## config.mk

```make
export PLATFORM = sky130hd
export DESIGN_NAME = spi_xfer_engine
export DESIGN_NICKNAME = d
export VERILOG_FILES = /design/src/rtl/spi_xfer_pkg.sv /design/src/rtl/spi_baud_gen.sv /design/src/rtl/spi_shifter.sv /design/src/rtl/spi_flag_ctrl.sv /design/src/rtl/spi_xfer_engine.sv
export SDC_FILE = /design/constraint.sdc
export NUM_CORES = 1
export LEC_CHECK = 0
export ABC_AREA = 1
export BUFFER_PORTS_ARGS = -buffer_cell sky130_fd_sc_hd__buf_4
export CORE_ASPECT_RATIO = 1.75
export CORE_MARGIN = 10
export CORE_UTILIZATION = 50
export CTS_BUF_LIST = sky130_fd_sc_hd__clkbuf_8
export CTS_CLUSTER_SIZE = 20
export DETAILED_ROUTE_END_ITERATION = 7
export PLACE_DENSITY_LB_ADDON = 0.2
export SETUP_SLACK_MARGIN = 0.3
export SYNTH_ARGS = -nofsm -noshare
export SYNTH_HDL_FRONTEND = slang
export SYNTH_SLANG_ARGS = --single-unit
export TNS_END_PERCENT = 20
```

## constraint.sdc

```tcl
create_clock -name clk -period 6.3 [get_ports clk]
set_input_delay 1.26 -clock clk [delete_from_list [all_inputs] [get_ports clk]]
set_output_delay 1.26 -clock clk [all_outputs]
set_load 0.02 [all_outputs]
```

## src/rtl/spi_xfer_pkg.sv

```systemverilog
package spi_xfer_pkg;
  localparam int BUS_W = 8;
  localparam int ADDR_W = 3;

  localparam logic [ADDR_W-1:0] ADDR_CTRL1 = 3'd0;
  localparam logic [ADDR_W-1:0] ADDR_CTRL2 = 3'd1;
  localparam logic [ADDR_W-1:0] ADDR_BAUD  = 3'd2;
  localparam logic [ADDR_W-1:0] ADDR_STAT  = 3'd3;
  localparam logic [ADDR_W-1:0] ADDR_DATA  = 3'd5;

  // control register 1 bit positions
  localparam int C1_RXIE = 7;
  localparam int C1_EN   = 6;
  localparam int C1_TXIE = 5;
  localparam int C1_MSTR = 4;
  localparam int C1_CPOL = 3;
  // control register 2
  localparam int C2_FEN  = 4;
  // status register
  localparam int ST_RXF  = 7;
  localparam int ST_TXE  = 5;
  localparam int ST_FLT  = 4;

  typedef enum logic [1:0] {
    SH_IDLE  = 2'd0,
    SH_LEAD  = 2'd1,
    SH_TRAIL = 2'd2
  } shift_state_e;
endpackage

```

## src/rtl/spi_baud_gen.sv

```systemverilog
module spi_baud_gen #(
  parameter int PRE_W  = 3,
  parameter int RATE_W = 3
) (
  input  logic              clk,
  input  logic              rst_n,
  input  logic              run,
  input  logic [PRE_W-1:0]  pre,
  input  logic [RATE_W-1:0] rate,
  output logic              tick
);
  localparam int CNT_W = PRE_W + (1 << RATE_W) - 1;

  logic [CNT_W-1:0] cnt_q, cnt_d, half_m1;

  always_comb begin
    half_m1 = ((CNT_W'(pre) + CNT_W'(1)) << rate) - CNT_W'(1);
    tick    = run && (cnt_q == half_m1);
    if (!run || tick) cnt_d = '0;
    else              cnt_d = cnt_q + CNT_W'(1);
  end

  always_ff @(posedge clk or negedge rst_n) begin
    if (!rst_n) cnt_q <= '0;
    else        cnt_q <= cnt_d;
  end
endmodule

```

## src/rtl/spi_shifter.sv

```systemverilog
module spi_shifter
  import spi_xfer_pkg::*;
#(
  parameter int DATA_W = 8
) (
  input  logic              clk,
  input  logic              rst_n,
  input  logic              start,
  input  logic              abort,
  input  logic              tick,
  input  logic              cpol,
  input  logic [DATA_W-1:0] tx_byte,
  input  logic              miso,
  output logic              busy,
  output logic              done,
  output logic [DATA_W-1:0] rx_byte,
  output logic              sck,
  output logic              mosi
);
  localparam int BIT_W = $clog2(DATA_W);
  localparam logic [BIT_W-1:0] LAST_BIT = BIT_W'(DATA_W - 1);

  shift_state_e      st_q, st_d;
  logic [DATA_W-1:0] tx_q, tx_d, rx_q, rx_d;
  logic [BIT_W-1:0]  bit_q, bit_d;
  logic              sck_q, sck_d, done_q, done_d;

  always_comb begin
    st_d   = st_q;
    tx_d   = tx_q;
    rx_d   = rx_q;
    bit_d  = bit_q;
    sck_d  = sck_q;
    done_d = 1'b0;
    unique case (st_q)
      SH_IDLE: begin
        sck_d = cpol;
        if (start) begin
          tx_d  = tx_byte;
          bit_d = '0;
          st_d  = SH_LEAD;
        end
      end
      SH_LEAD: if (tick) begin
        sck_d = ~cpol;
        rx_d  = {rx_q[DATA_W-2:0], miso};
        st_d  = SH_TRAIL;
      end
      SH_TRAIL: if (tick) begin
        sck_d = cpol;
        if (bit_q == LAST_BIT) begin
          st_d   = SH_IDLE;
          done_d = 1'b1;
        end else begin
          tx_d  = {tx_q[DATA_W-2:0], 1'b0};
          bit_d = bit_q + BIT_W'(1);
          st_d  = SH_LEAD;
        end
      end
      default: st_d = SH_IDLE;
    endcase
    if (abort) begin
      st_d   = SH_IDLE;
      sck_d  = cpol;
      done_d = 1'b0;
    end
  end

  always_ff @(posedge clk or negedge rst_n) begin
    if (!rst_n) begin
      st_q   <= SH_IDLE;
      tx_q   <= '0;
      rx_q   <= '0;
      bit_q  <= '0;
      sck_q  <= 1'b0;
      done_q <= 1'b0;
    end else begin
      st_q   <= st_d;
      tx_q   <= tx_d;
      rx_q   <= rx_d;
      bit_q  <= bit_d;
      sck_q  <= sck_d;
      done_q <= done_d;
    end
  end

  assign busy    = (st_q != SH_IDLE);
  assign done    = done_q;
  assign rx_byte = rx_q;
  assign sck     = sck_q;
  assign mosi    = tx_q[DATA_W-1];
endmodule

```

## src/rtl/spi_flag_ctrl.sv

```systemverilog
module spi_flag_ctrl (
  input  logic clk,
  input  logic rst_n,
  input  logic stat_rd,
  input  logic data_rd,
  input  logic data_wr,
  input  logic ctrl1_wr,
  input  logic xfer_done,
  input  logic buf_load,
  input  logic fault,
  output logic spif,
  output logic sptef,
  output logic modf,
  output logic tx_accept
);
  logic rxf_q, rxf_d, txe_q, txe_d, flt_q, flt_d;
  logic arm_rx_q, arm_rx_d, arm_tx_q, arm_tx_d, arm_ft_q, arm_ft_d;
  logic rx_clr, ft_clr;

  always_comb begin
    rx_clr    = arm_rx_q && data_rd;
    tx_accept = arm_tx_q && txe_q && data_wr;
    ft_clr    = arm_ft_q && ctrl1_wr;

    rxf_d = rxf_q;
    if (rx_clr)    rxf_d = 1'b0;
    if (xfer_done) rxf_d = 1'b1;

    txe_d = txe_q;
    if (tx_accept) txe_d = 1'b0;
    if (buf_load)  txe_d = 1'b1;

    flt_d = flt_q;
    if (ft_clr) flt_d = 1'b0;
    if (fault)  flt_d = 1'b1;

    arm_rx_d = stat_rd ? rxf_q : (rx_clr    ? 1'b0 : arm_rx_q);
    arm_tx_d = stat_rd ? txe_q : (tx_accept ? 1'b0 : arm_tx_q);
    arm_ft_d = stat_rd ? flt_q : (ft_clr    ? 1'b0 : arm_ft_q);
  end

  always_ff @(posedge clk or negedge rst_n) begin
    if (!rst_n) begin
      rxf_q    <= 1'b0;
      txe_q    <= 1'b1;
      flt_q    <= 1'b0;
      arm_rx_q <= 1'b0;
      arm_tx_q <= 1'b0;
      arm_ft_q <= 1'b0;
    end else begin
      rxf_q    <= rxf_d;
      txe_q    <= txe_d;
      flt_q    <= flt_d;
      arm_rx_q <= arm_rx_d;
      arm_tx_q <= arm_tx_d;
      arm_ft_q <= arm_ft_d;
    end
  end

  assign spif  = rxf_q;
  assign sptef = txe_q;
  assign modf  = flt_q;
endmodule

```

## src/rtl/spi_xfer_engine.sv

```systemverilog
module spi_xfer_engine
  import spi_xfer_pkg::*;
#(
  parameter int PRE_W  = 3,
  parameter int RATE_W = 3
) (
  input  logic              clk,
  input  logic              rst_n,
  input  logic              bus_rd,
  input  logic              bus_wr,
  input  logic [ADDR_W-1:0] bus_addr,
  input  logic [BUS_W-1:0]  bus_wdata,
  output logic [BUS_W-1:0]  bus_rdata,
  output logic              irq,
  output logic              sck_o,
  output logic              sck_oe,
  output logic              mosi_o,
  output logic              mosi_oe,
  input  logic              miso_i,
  input  logic              ss_n_i,
  output logic              ss_n_o
);
  localparam int PRE_LSB = RATE_W + 1;

  // reset: asserted asynchronously, released on a clock edge
  logic [1:0] rst_pipe_q;
  logic       rst_sync_n;
  always_ff @(posedge clk or negedge rst_n) begin
    if (!rst_n) rst_pipe_q <= 2'b00;
    else        rst_pipe_q <= {rst_pipe_q[0], 1'b1};
  end
  assign rst_sync_n = rst_pipe_q[1];

  logic rxie_q, en_q, txie_q, mstr_q, cpol_q, ctrl2_fen_q;
  logic rxie_d, en_d, txie_d, mstr_d, cpol_d, fen_d;
  logic [PRE_W-1:0]  pre_q, pre_d;
  logic [RATE_W-1:0] rate_q, rate_d;
  logic [BUS_W-1:0]  txbuf_q, txbuf_d, rxbuf_q, rxbuf_d;
  logic [1:0]        ss_sync_q;

  logic wr_c1, wr_c2, wr_bd, rd_st, rd_dt, wr_dt;
  logic master_run, fault, start, busy, xfer_done, tick, tx_accept;
  logic spif_w, sptef_w, modf_w, sck_w, mosi_w;
  logic [BUS_W-1:0] rx_byte;

  always_comb begin
    wr_c1 = bus_wr && (bus_addr == ADDR_CTRL1);
    wr_c2 = bus_wr && (bus_addr == ADDR_CTRL2);
    wr_bd = bus_wr && (bus_addr == ADDR_BAUD);
    wr_dt = bus_wr && (bus_addr == ADDR_DATA);
    rd_st = bus_rd && (bus_addr == ADDR_STAT);
    rd_dt = bus_rd && (bus_addr == ADDR_DATA);
    master_run = en_q && mstr_q;
    fault      = master_run && ctrl2_fen_q && !ss_sync_q[1];
    start      = master_run && !busy && !sptef_w && !fault;
  end

  // next-state of the software-visible registers
  always_comb begin
    rxie_d = rxie_q; en_d = en_q; txie_d = txie_q; mstr_d = mstr_q; cpol_d = cpol_q;
    if (wr_c1) begin
      rxie_d = bus_wdata[C1_RXIE];
      en_d   = bus_wdata[C1_EN];
      txie_d = bus_wdata[C1_TXIE];
      mstr_d = bus_wdata[C1_MSTR];
      cpol_d = bus_wdata[C1_CPOL];
    end
    if (fault) mstr_d = 1'b0;
    fen_d   = wr_c2 ? bus_wdata[C2_FEN] : ctrl2_fen_q;
    pre_d   = wr_bd ? bus_wdata[PRE_LSB +: PRE_W] : pre_q;
    rate_d  = wr_bd ? bus_wdata[RATE_W-1:0] : rate_q;
    txbuf_d = tx_accept ? bus_wdata : txbuf_q;
    rxbuf_d = xfer_done ? rx_byte : rxbuf_q;
  end

  always_ff @(posedge clk or negedge rst_sync_n) begin
    if (!rst_sync_n) begin
      rxie_q <= 1'b0; en_q <= 1'b0; txie_q <= 1'b0; mstr_q <= 1'b0; cpol_q <= 1'b0;
      ctrl2_fen_q <= 1'b0;
      pre_q   <= '0;
      rate_q  <= '0;
      txbuf_q <= '0;
      rxbuf_q <= '0;
      ss_sync_q <= 2'b11;
    end else begin
      rxie_q <= rxie_d; en_q <= en_d; txie_q <= txie_d; mstr_q <= mstr_d; cpol_q <= cpol_d;
      ctrl2_fen_q <= fen_d;
      pre_q   <= pre_d;
      rate_q  <= rate_d;
      txbuf_q <= txbuf_d;
      rxbuf_q <= rxbuf_d;
      ss_sync_q <= {ss_sync_q[0], ss_n_i};
    end
  end

  spi_baud_gen #(.PRE_W(PRE_W), .RATE_W(RATE_W)) baud_i (
    .clk(clk), .rst_n(rst_sync_n), .run(busy), .pre(pre_q), .rate(rate_q), .tick(tick)
  );

  spi_shifter #(.DATA_W(BUS_W)) shift_i (
    .clk(clk), .rst_n(rst_sync_n), .start(start), .abort(fault), .tick(tick),
    .cpol(cpol_q), .tx_byte(txbuf_q), .miso(miso_i), .busy(busy), .done(xfer_done),
    .rx_byte(rx_byte), .sck(sck_w), .mosi(mosi_w)
  );

  spi_flag_ctrl flags_i (
    .clk(clk), .rst_n(rst_sync_n), .stat_rd(rd_st), .data_rd(rd_dt), .data_wr(wr_dt),
    .ctrl1_wr(wr_c1), .xfer_done(xfer_done), .buf_load(start), .fault(fault),
    .spif(spif_w), .sptef(sptef_w), .modf(modf_w), .tx_accept(tx_accept)
  );

  always_comb begin
    bus_rdata = '0;
    if (bus_rd) begin
      unique case (bus_addr)
        ADDR_CTRL1: begin
          bus_rdata[C1_RXIE] = rxie_q;
          bus_rdata[C1_EN]   = en_q;
          bus_rdata[C1_TXIE] = txie_q;
          bus_rdata[C1_MSTR] = mstr_q;
          bus_rdata[C1_CPOL] = cpol_q;
        end
        ADDR_CTRL2: bus_rdata[C2_FEN] = ctrl2_fen_q;
        ADDR_BAUD: begin
          bus_rdata[PRE_LSB +: PRE_W] = pre_q;
          bus_rdata[RATE_W-1:0]       = rate_q;
        end
        ADDR_STAT: begin
          bus_rdata[ST_RXF] = spif_w;
          bus_rdata[ST_TXE] = sptef_w;
          bus_rdata[ST_FLT] = modf_w;
        end
        ADDR_DATA: bus_rdata = rxbuf_q;
        default:   bus_rdata = '0;
      endcase
    end
  end

  assign irq     = (rxie_q && (spif_w || modf_w)) || (txie_q && sptef_w);
  assign sck_o   = sck_w;
  assign mosi_o  = mosi_w;
  assign sck_oe  = master_run;
  assign mosi_oe = master_run;
  assign ss_n_o  = !(master_run && busy);
endmodule

```

==> impl_metrics.csv <==
group,metric,value,unit
placed_design,gp_congestion,0.862,
route,viasPerCell,5.37,
worst_setup_path,worst-setup-path-type,"in -> out",
route,wire_per_inst,14.5,µm
die,fp.coreArea,7620,µm²
cells_and_area,final_nets,566,
clocking,clk_latency,0.34,ns
synthesis,synth_top_area_share,43.1,%
synthesis,yosys-mux-area-fraction,0.570,%
cells_and_area,area_growth,12.9,%
cells_and_area,drive_gt1_share,17.9,%
timing,fin_setup_tns,0,ns
pwr,power_frac_clock,24.5,%
cells_and_area,final_core_util,58.6,%
synthesis,synth_common_cells,"nand2_1 (149), dfrtp_1 (68), inv_1 (57)",
synthesis,synth_fp_nets,533,
timing,drv_slew,0,
worst_setup_path,reg2reg_to,"shift_i.bit_q[0]$_DFFE_PN0P_",
clocking,numCtsBuffers,9,
global_routing,grt_pass1_wl,15400,µm
placed_design,place_ws,2.73,ns
global_routing,grt_max_degree,70,
timing,max_clock_freq,277,MHz
die,io_pins,31,
synthesis,synth_top_family_by_area,"simple AND/OR/NAND/NOR gates",
timing,timing.final.ws_setup,2.69,ns
hold_path,min_to,"ss_sync_q[1]$_DFF_PN1_",
synthesis,ys.flop_type,"dfrtp_1",
pwr,p_leak,0.00226,µW
synthesis,netlist_area,3950,µm²
global_routing,antenna_found_initial,0,
route,drc,0,
route,drtIter0Drc,175,
pwr,swShare,38.4,%
hold_path,hold_start,"ss_sync_q[0]$_DFF_PN1_",
clocking,clockRootBuffer,"clkbuf_8",
synthesis,syn_avg_cell_area,7.73,µm²
pwr,power.share.combinational,35.6,%
route,num_vias,3423,
timing,rsz0062_at_grt,"false",
outcome,outcome,"completed",
worst_setup_path,worst-r2r-cell-count,18,
die,fp.dieW,87.2,µm
die,die_h,138,µm
global_routing,grt_pass1_vias,3405,
synthesis,synth_warnings,0,
synthesis,synth_xor_xnor_area_share,1.11,%
clocking,cts_tree,"yes",
pwr,power.density,363,nW/µm²
hold_path,worstHoldPathCells,0,
worst_setup_path,rrSetupSlack,3.27,ns
timing,hold_viol,0,
worst_setup_path,cp-start-kind,"input pin",
synthesis,yosysUniqueCellTypes,42,
worst_setup_path,end_kind,"output pin",
clocking,htree_levels,3,
global_routing,gr-total-overflow,0,
pwr,p_switching,623,µW
worst_setup_path,crit_fanout,5,
pwr,seqPwrFrac,40.0,%
timing,period_share,57.2,%
route,ant_nets,0,
run,cap_viol_max_count,0,
timing,setup_viol,0,
worst_setup_path,r2r_start,"pre_q[0]$_DFFE_PN0P_",
timing,worst_pin_slew,1.04,ns
synthesis,synth-simple-area-share,34.0,%
synthesis,synth_compound_area_share,9.63,%
worst_setup_path,required,5.04,ns
clocking,clkSinkCount,71,
route,wl,9260,µm
synthesis,synth_edf_count,0,
timing,slew_headroom,30.8,%
die,rows,42,
cells_and_area,antenna_cells,0,
clocking,path_clk_slew,0.07,ns
placed_design,port_buffers,30,
die,start_util,51.9,%
timing,finalCriticalPeriod,3.61,ns
synthesis,async_flop_share,100,%
synthesis,synth_top_cell_by_area,"dfrtp_1",
die,die_area,12000,µm²
clocking,cts_resized,0,
pwr,vdd.ir_drop.worst,0.206,mV
placed_design,dp.final_hpwl,7120,µm
worst_setup_path,cp.arrival,2.35,ns
route,drtPass1Iterations,5,
synthesis,syn-instance-count,511,
synthesis,ys_ff_latch,71,
synthesis,synthAdderAreaFrac,1.58,%
synthesis,yosys-top-cells-area,"dfrtp_1 (43%), nand2_1 (14%), nand3_1 (6.0%)",
hold_path,hp-class,"reg -> reg",
synthesis,yosysMostFrequentCell,"nand2_1",
clocking,post-cts-setup-buffer-count,0,
clocking,clock_path_buffers,2,
global_routing,track_usage,16.2,%
pwr,intPower,997,µW
clocking,holdBufCountCts,0,
timing,skew,0.00658,ns
synthesis,ys_seq_area_share,45.1,%
-- state kept, by name (all words and copies together) (netlist names), 2 cells and up --
name and count:
pre_q 3, baud_i.cnt_q 10, rst_pipe_q 2, shift_i.tx_q 8
shift_i.st_q 2, rxbuf_q 8, shift_i.bit_q 3, rate_q 3
ss_sync_q 2, txbuf_q 8, shift_i.rx_byte 8
-- cell usage in the layout, fill, tap and decap left out, types with 3 or more instances in the layout --
cell / netlist / routed
nand2_1: 149 / 149
dfrtp_1: 68 / 67
inv_1: 57 / 57
nand3_1: 47 / 47
o21ai_0: 41 / 41
nor2_1: 35 / 35
buf_4: 1 / 33
nand2_2: 15 / 15
clkbuf_8: 0 / 14
a21oi_1: 11 / 11
nand4_1: 8 / 8
nand3_2: 8 / 8
inv_2: 5 / 5
o22ai_1: 5 / 5
ha_1: 5 / 5
nor3_1: 4 / 4
nor2_2: 4 / 4
xor2_1: 4 / 4
o21ai_1: 3 / 3
nand2_4: 3 / 3
nor2_4: 3 / 3
dfstp_2: 3 / 3
-- final cells by class --
type	instances	area [µm²]
clock buffer	14	193
inverter	63	238
sequential	71	1780
fill	730	3160
clock inverter	2	35.0
multi-input combinational	366	1860
timing repair buffer	33	248
tap	88	110
-- worst max-delay path, cell delays in order --
cell      delay [ns]
buf_4           0.13
inv_1           0.08
nor2_1          0.05
nand2_1         0.11
inv_1           0.09
a221oi_1        0.29
a31oi_1         0.15
buf_4           0.19
-- power by group through the flow --
stage	sequential (µW)	clock [µW]	combinational [µW]
after global placement	652	0	566
after CTS	646	406	583
after detailed placement	655	0	578
after global routing	660	426	659
after floorplan	639	0	440
final	647	397	576
-- routing by layer --
metal / vias up / share of wire, % / track usage, %
li1: 1719 / - / -
met1: 1602 / 38 / 16.5
met2: 71 / 53 / 28.4
met3: 31 / 3.5 / 3.37
met4: 0 / 5.4 / 11.7
met5: - / 0 / 0
-- through the flow --
step	total power (µW)	std cells	instance area, µm²	hold slack, ns
finish	1620	637	4460	0.361
global route	1750	637	4460	0.375
detailed placement	1230	621	4230	0.349
floorplan	1080	511	3950	0.331
CTS	1640	637	4460	0.365
global placement	1220	621	4230	0.344
-- how the worst max path moves through the flow --
| stage | from | to | cells past startpoint |
|---|---|---|---|
| after global placement | bus_addr[0] | bus_rdata[4] | 8 |
| after CTS | bus_addr[0] | bus_rdata[4] | 8 |
| final | bus_addr[0] | bus_rdata[4] | 8 |
| after global routing | bus_addr[0] | bus_rdata[4] | 8 |
| after detailed placement | bus_addr[0] | bus_rdata[4] | 8 |
| after floorplan | bus_addr[2] | bus_rdata[3] | 3 |
-- cell families (layout without fill, tap and decap cells) --
family	count (synthesis)	after routing
simple gates	284	284
other cells	1	1
flops	71	71
xor+xnor	5	5
fa+ha+maj	5	5
mux	2	2
buf+inv	74	112
compound gates	69	69
(Power assumes the default switching activity.)
